===== src/rtl/amg_pkg.sv =====
package amg_pkg;
  localparam int PRE_W = 3;
  localparam int SPD_W = 2;
  // widest bit period: prescale 4 (8 half units) times speed factor 4 = 32
  localparam int PH_W  = 6;

  typedef struct packed {
    logic [PRE_W-1:0] pre;
    logic [SPD_W-1:0] spd;
  } amg_cfg_t;

  // prescale ratio expressed in master-clock half-periods (0 = illegal)
  function automatic logic [3:0] pre_half_units(input logic [PRE_W-1:0] code);
    case (code)
      3'd0:    return 4'd2;
      3'd1:    return 4'd3;
      3'd2:    return 4'd4;
      3'd3:    return 4'd6;
      3'd4:    return 4'd8;
      default: return 4'd0;
    endcase
  endfunction

  // prescaled clocks per bit clock (0 = illegal)
  function automatic logic [2:0] spd_factor(input logic [SPD_W-1:0] code);
    case (code)
      2'd0:    return 3'd4;
      2'd1:    return 3'd2;
      2'd2:    return 3'd1;
      default: return 3'd0;
    endcase
  endfunction
endpackage


===== src/rtl/amg_decode.sv =====
module amg_decode
  import amg_pkg::*;
(
  input  amg_cfg_t        cfg,
  output logic            legal,
  output logic [PH_W-1:0] h_len,
  output logic [PH_W-1:0] h_high
);
  logic [3:0] p_units;
  logic [2:0] s_mult;
  logic [6:0] prod;

  always_comb begin
    p_units = pre_half_units(cfg.pre);
    s_mult  = spd_factor(cfg.spd);
    legal   = (p_units != 4'd0) && (s_mult != 3'd0);
    prod    = 7'(p_units) * 7'(s_mult);
    h_len   = legal ? prod[PH_W-1:0] : PH_W'(2);
    h_high  = h_len >> 1;
  end
endmodule


===== src/rtl/amg_phase.sv =====
module amg_phase
  import amg_pkg::*;
#(
  parameter int SCLK_PER_FRAME = 64
) (
  input  logic            clk,
  input  logic            rst_n,
  input  amg_cfg_t        cfg,
  input  logic            legal,
  input  logic [PH_W-1:0] h_len,
  input  logic [PH_W-1:0] h_high,
  output logic [1:0]      pos_tgt,
  output logic [1:0]      neg_tgt_q,
  output logic            err_q
);
  localparam int K_W  = $clog2(SCLK_PER_FRAME);
  localparam int HALF = SCLK_PER_FRAME / 2;
  localparam logic [K_W-1:0] K_LAST = K_W'(SCLK_PER_FRAME - 1);
  localparam logic [K_W-1:0] K_MID  = K_W'(HALF - 1);

  logic [PH_W-1:0] q_q, q1, q2;
  logic [K_W-1:0]  k_q, k1, k2;
  amg_cfg_t        cfg_q;
  logic            fresh_q;
  logic            restart;
  logic            s0, s1, l0, l1;

  function automatic logic frame_level(input logic [PH_W-1:0] q,
                                       input logic [K_W-1:0]  k,
                                       input logic [PH_W-1:0] hh);
    return ((k > K_MID) && (k < K_LAST)) ||
           ((k == K_MID) && (q >= hh)) ||
           ((k == K_LAST) && (q < hh));
  endfunction

  always_comb begin
    restart = fresh_q || !legal || (cfg != cfg_q);
    // half-period at this rising edge
    s0 = (q_q < h_high);
    l0 = frame_level(q_q, k_q, h_high);
    // following half-period (falling edge)
    if (q_q + PH_W'(1) == h_len) begin
      q1 = '0;
      k1 = (k_q == K_LAST) ? '0 : k_q + K_W'(1);
    end else begin
      q1 = q_q + PH_W'(1);
      k1 = k_q;
    end
    s1 = (q1 < h_high);
    l1 = frame_level(q1, k1, h_high);
    // position for the next rising edge
    if (q1 + PH_W'(1) == h_len) begin
      q2 = '0;
      k2 = (k1 == K_LAST) ? '0 : k1 + K_W'(1);
    end else begin
      q2 = q1 + PH_W'(1);
      k2 = k1;
    end
    pos_tgt = restart ? 2'b00 : {l0, s0};
  end

  always_ff @(posedge clk or negedge rst_n) begin
    if (!rst_n) begin
      q_q       <= '0;
      k_q       <= '0;
      cfg_q     <= '0;
      fresh_q   <= 1'b1;
      err_q     <= 1'b0;
      neg_tgt_q <= 2'b00;
    end else begin
      fresh_q <= 1'b0;
      cfg_q   <= cfg;
      err_q   <= !legal;
      if (restart) begin
        q_q       <= '0;
        k_q       <= '0;
        neg_tgt_q <= 2'b00;
      end else begin
        q_q       <= q2;
        k_q       <= k2;
        neg_tgt_q <= {l1, s1};
      end
    end
  end

  // phase counter stays inside the current bit period
  p_phase_range_r3: assert property (@(posedge clk) disable iff (!rst_n)
    !restart |-> (q_q < h_len));

  // a restart edge returns the frame position to its origin
  p_restart_origin_r7: assert property (@(posedge clk) disable iff (!rst_n)
    restart |=> (q_q == '0 && k_q == '0));

  // frame clock moves between falling half and this edge only on a bit-clock fall
  p_lrck_on_fall_r4: assert property (@(posedge clk) disable iff (!rst_n)
    (!restart && (l0 != neg_tgt_q[1])) |-> (neg_tgt_q[0] && !s0));

  // frame clock moves between this edge and the falling edge only on a bit-clock fall
  p_lrck_on_fall_neg_r4: assert property (@(posedge clk) disable iff (!rst_n)
    (!restart && (l1 != l0)) |-> (s0 && !s1));
endmodule


===== src/rtl/amg_dual_edge.sv =====
module amg_dual_edge (
  input  logic clk,
  input  logic rst_n,
  input  logic pos_val,
  input  logic neg_val,
  output logic q
);
  logic tp_q, tn_q;

  always_ff @(posedge clk or negedge rst_n) begin
    if (!rst_n) tp_q <= 1'b0;
    else        tp_q <= pos_val ^ tn_q;
  end

  always_ff @(negedge clk or negedge rst_n) begin
    if (!rst_n) tn_q <= 1'b0;
    else        tn_q <= neg_val ^ tp_q;
  end

  assign q = tp_q ^ tn_q;
endmodule


===== src/rtl/audio_mclk_gen.sv =====
module audio_mclk_gen
  import amg_pkg::*;
#(
  parameter int SCLK_PER_FRAME = 64
) (
  input  logic             mclk,
  input  logic             rst_n,
  input  logic [PRE_W-1:0] pre_sel,
  input  logic [SPD_W-1:0] spd_sel,
  output logic             lrck,
  output logic             sclk,
  output logic             cfg_err
);
  amg_cfg_t        cfg;
  logic            legal;
  logic [PH_W-1:0] h_len, h_high;
  logic [1:0]      pos_tgt, neg_tgt;
  logic [1:0]      outs;

  assign cfg.pre = pre_sel;
  assign cfg.spd = spd_sel;

  amg_decode u_dec (
    .cfg    (cfg),
    .legal  (legal),
    .h_len  (h_len),
    .h_high (h_high)
  );

  amg_phase #(.SCLK_PER_FRAME(SCLK_PER_FRAME)) u_phase (
    .clk       (mclk),
    .rst_n     (rst_n),
    .cfg       (cfg),
    .legal     (legal),
    .h_len     (h_len),
    .h_high    (h_high),
    .pos_tgt   (pos_tgt),
    .neg_tgt_q (neg_tgt),
    .err_q     (cfg_err)
  );

  // bit 0 = bit clock, bit 1 = frame clock
  for (genvar i = 0; i < 2; i++) begin : g_out
    amg_dual_edge u_de (
      .clk     (mclk),
      .rst_n   (rst_n),
      .pos_val (pos_tgt[i]),
      .neg_val (neg_tgt[i]),
      .q       (outs[i])
    );
  end

  assign sclk = outs[0];
  assign lrck = outs[1];

  // an illegal setting keeps both clocks low
  p_err_quiet_r6: assert property (@(posedge mclk) disable iff (!rst_n)
    cfg_err |-> (!sclk && !lrck));
endmodule


===== config.mk =====
export PLATFORM = sky130hd
export DESIGN_NAME = audio_mclk_gen
export DESIGN_NICKNAME = d
export VERILOG_FILES = /design/src/rtl/amg_pkg.sv /design/src/rtl/amg_decode.sv /design/src/rtl/amg_phase.sv /design/src/rtl/amg_dual_edge.sv /design/src/rtl/audio_mclk_gen.sv
export SDC_FILE = /design/constraint.sdc
export NUM_CORES = 1
export LEC_CHECK = 0
export BUFFER_PORTS_ARGS = -buffer_cell sky130_fd_sc_hd__buf_2
export CAP_MARGIN = 15
export CORE_UTILIZATION = 28
export CTS_CLUSTER_DIAMETER = 60
export DETAILED_ROUTE_END_ITERATION = 10
export SETUP_SLACK_MARGIN = 0.02
export SLEW_MARGIN = 15
export SYNTH_ARGS = -nofsm -noshare
export SYNTH_HDL_FRONTEND = slang
export SYNTH_HIERARCHICAL = 1
export SYNTH_SLANG_ARGS = --single-unit

===== constraint.sdc =====
create_clock -name mclk -period 9.61 [get_ports mclk]
set_input_delay 1.4415 -clock mclk [delete_from_list [all_inputs] [get_ports mclk]]
set_output_delay 1.4415 -clock mclk [all_outputs]
set_load 0.01 [all_outputs]

==> summary.txt <==
Outcome - completed
Startpoint Class - input port
Cts hold-fix bufs - 0
CP Capture Point - u_phase/k_q[5]
Clk buf depth - 2
Cts repair resizes - 0
Leak Pwr - 0.00113 uW
Post-DP HPWL - 4170 um
Synth area leaders - dfrtp_1, ha_1, xnor2_1, xor2_1, nor2_1
Die Height - 95.1 um
Max incr delay on CP - 0.56 ns
Ant diodes - 0
Critical path buffer and inverter count - 3
Top cell type's share of synthesized area - 22.7%
Vias - 2053
Most used DFF post-synth - dfrtp_1
Minimum clock period - 7.68 ns
Tcrit/Tclk final - 79.9%
# DRC - 0
Max Slew Vio Count - 0
Max Clk Rate - 130 MHz
Placed Instances - 391
Post-synth cell types - 53
Total Nets Final - 322
I/O Pins - 10
Post-route setup slack - 1.93 ns
Slowest cell on crit path - nor2_1
Final Hold Viols - 0
Number of flops mapped to enable cells by yosys - 0
Cell Chain, Critical Path - buf_2 > inv_1 > or3_4 > or3_1 > fa_1 > inv_1 > ha_1 > fa_1 > xor2_1 > and2_1 > xor2_1 > xnor2_1 > or4_4 > nor2_1 > nor2_1 > ha_1 > o21ai_0 > o21ai_0 > a21oi_1 > xnor2_1 > o32a_1 > o32a_1 > or4b_1 > a31oi_1
Remaining antenna violation count - 0
Gpl congestion - 0.868
First-pass DRT Iterations - 4
Total grt overflow - 0
Largest net degree at the start of global routing - 26
Port bufs - 9
CTS tree - done
Syn nets - 324
CTS Sinks - 25
Core Area - 0.00830 mm2
CP Depth - 24
HP Start - u_phase/q_q[5]
Final setup fails - 0
Vias in the first global route - 1912
Die ar. - 0.00904 mm2
Drt wl/cell - 13.7 um
Type of destination of the critical path - register
Worst-Margin Slew - 0.705 ns
Reg2Reg Capture Point - g_out[1].u_de/tn_q
Leading area contributor after synthesis - dfrtp_1
Post-Route WL - 5420 um
Root cell of the clock tree - clkbuf_8
Postcts setup bufs - 0
Routed vias/inst - 5.20
Initial antenna violation count - 0
Final TNS setup - 0 ns
Reg clk slew, reported paths - 0.10 ns
Critical Path RT - 9.80 ns
Yosys warning total - 6
CP top delay family - simple AND/OR/NAND/NOR gates
Tot GR Track Use - 13.2%
Slew margin rel. - 52.6%
Peak supply drop - 0.0451 mV
Initial Util - 29.2%
Unrepaired setup endpoints after global routing - no
Rows - 33
R2r setup slk - 4.09 ns
Worst Path Max Fanout - 12
Crit path kind - input port to register
First-pass GRT wire length - 9400 um
H-tree level count - 1
RR Startpoint - g_out[1].u_de/tp_q
HP Class - register to register
Syn_area_per_cell - 8.28 um2
Worst Skew - 0.0105 ns
# Max-Cap Violations - 0
Crit path from - pre_sel[0]
Async SR Flop Fraction - 100%
Pwr Density - 87.9 mW/mm2
Cell Area, Synth - 0.00242 mm2
Share of layout cells above drive strength 1 - 5.86%
1st-iter DRT viols - 128
R2R depth - 1
Register area share after synthesis - 25.9%
Post-Synthesis Cells - 293
Final Non-Filler Cells - 395
Yosys reg bits - 25
Worst-Skew Late Latency - 0.28 ns
Worst Path Arrival - 7.87 ns
Die width - 95.1 um
P&R area growth vs syn - 5.31%
CTS buffer count - 3
Pre-CTS WS - 1.65 ns
-- cell type report --
class | instances | area, um2
Timing Repair Buffer | 9 | 45.0
Sequential cell | 25 | 627
Tap cell | 105 | 131
Inverter | 19 | 71.3
Fill cell | 877 | 5750
Clock buffer | 4 | 45.0
Multi-Input combinational cell | 233 | 1630
-- logic make-up (layout without fill, tap and decap cells) --
logic type,after synthesis,after routing,synth area share (%)
AO/OA/AOI/OAI,56,56,14.6
XOR/XNOR,35,35,12.6
AND/OR/NAND/NOR,115,115,25.9
adder cells (fa/ha/maj),24,24,13.3
buffers and inverters,35,32,7.07
flip-flops,25,25,25.9
other,2,2,0.310
multiplexers,1,1,0.413
-- cells in the mapped netlist (4+ instances only) --
master    count
nor2_1       26
clkbuf_1      5
xnor2_1      18
a21oi_1      18
nor3_1        5
nand3_1      11
or4_1         4
dfrtp_1      22
and2_1        9
o21ai_0      11
ha_1         21
nand2_1      19
nor2b_1       9
nand4_1       5
xor2_1       17
and3_1        4
buf_4         8
inv_1        19
o31ai_1       5
-- registers in the layout, summed over array words and instances, names as in the netlist --
| register | count |
|---|---|
| u_phase/k_q | 6 |
| u_phase/q_q | 6 |
| u_phase/cfg_q | 5 |
| g_out.u_de/tn_q | 2 |
| g_out.u_de/tp_q | 2 |
| u_phase/neg_tgt_q | 2 |
| u_phase/err_q | 1 |
| u_phase/fresh_q | 1 |
-- per-stage QoR --
step	area, um2	utilization [%]	hold slack, ns	total power (uW)
floorplan	2420	-	0.670	147
global placement	2500	30.1	0.741	160
detailed placement	2500	30.1	0.761	161
CTS	2550	30.7	0.782	229
global route	2550	30.8	0.836	240
finish	2550	30.8	0.788	224
-- layer usage --
metal,GRT usage [%],share of wire (%)
met4,3.03,1.2
met3,2.23,2.8
met5,0,0
met1,17.6,48
met2,22.1,48
-- tightest hold or removal path, delay by kind of cell, from the launching register on --
family           cells  cell delay [ns]
AND/OR/NAND/NOR      1             0.07
flip-flops           1             0.45
XOR/XNOR             1             0.23
-- worst min-delay path by stage --
| stage | to | depth (start not counted) |
|---|---|---|
| floorplan | u_phase/k_q[1] | 4 |
| global placement | g_out[1].u_de/tp_q | 3 |
| finish | u_phase/q_q[5] | 2 |
| CTS | u_phase/k_q[1] | 4 |
| detailed placement | g_out[1].u_de/tp_q | 3 |
| global route | u_phase/k_q[1] | 4 |
-- layout by cell type, fill, tap and decap left out, types with 11 or more instances in the layout --
cell | netlist | routed
nor2_1 | 26 | 26
dfrtp_1 | 22 | 22
ha_1 | 21 | 21
inv_1 | 19 | 19
nand2_1 | 19 | 19
a21oi_1 | 18 | 18
xnor2_1 | 18 | 18
xor2_1 | 17 | 17
nand3_1 | 11 | 11
o21ai_0 | 11 | 11
-- report_power, final --
part,switching [uW],leakage (uW),internal (uW)
logic,27.4,0.000776,17.3
clock network,36.1,0.0000228,29.7
registers,3.48,0.000330,110
Power figures use the tool's default switching activity.
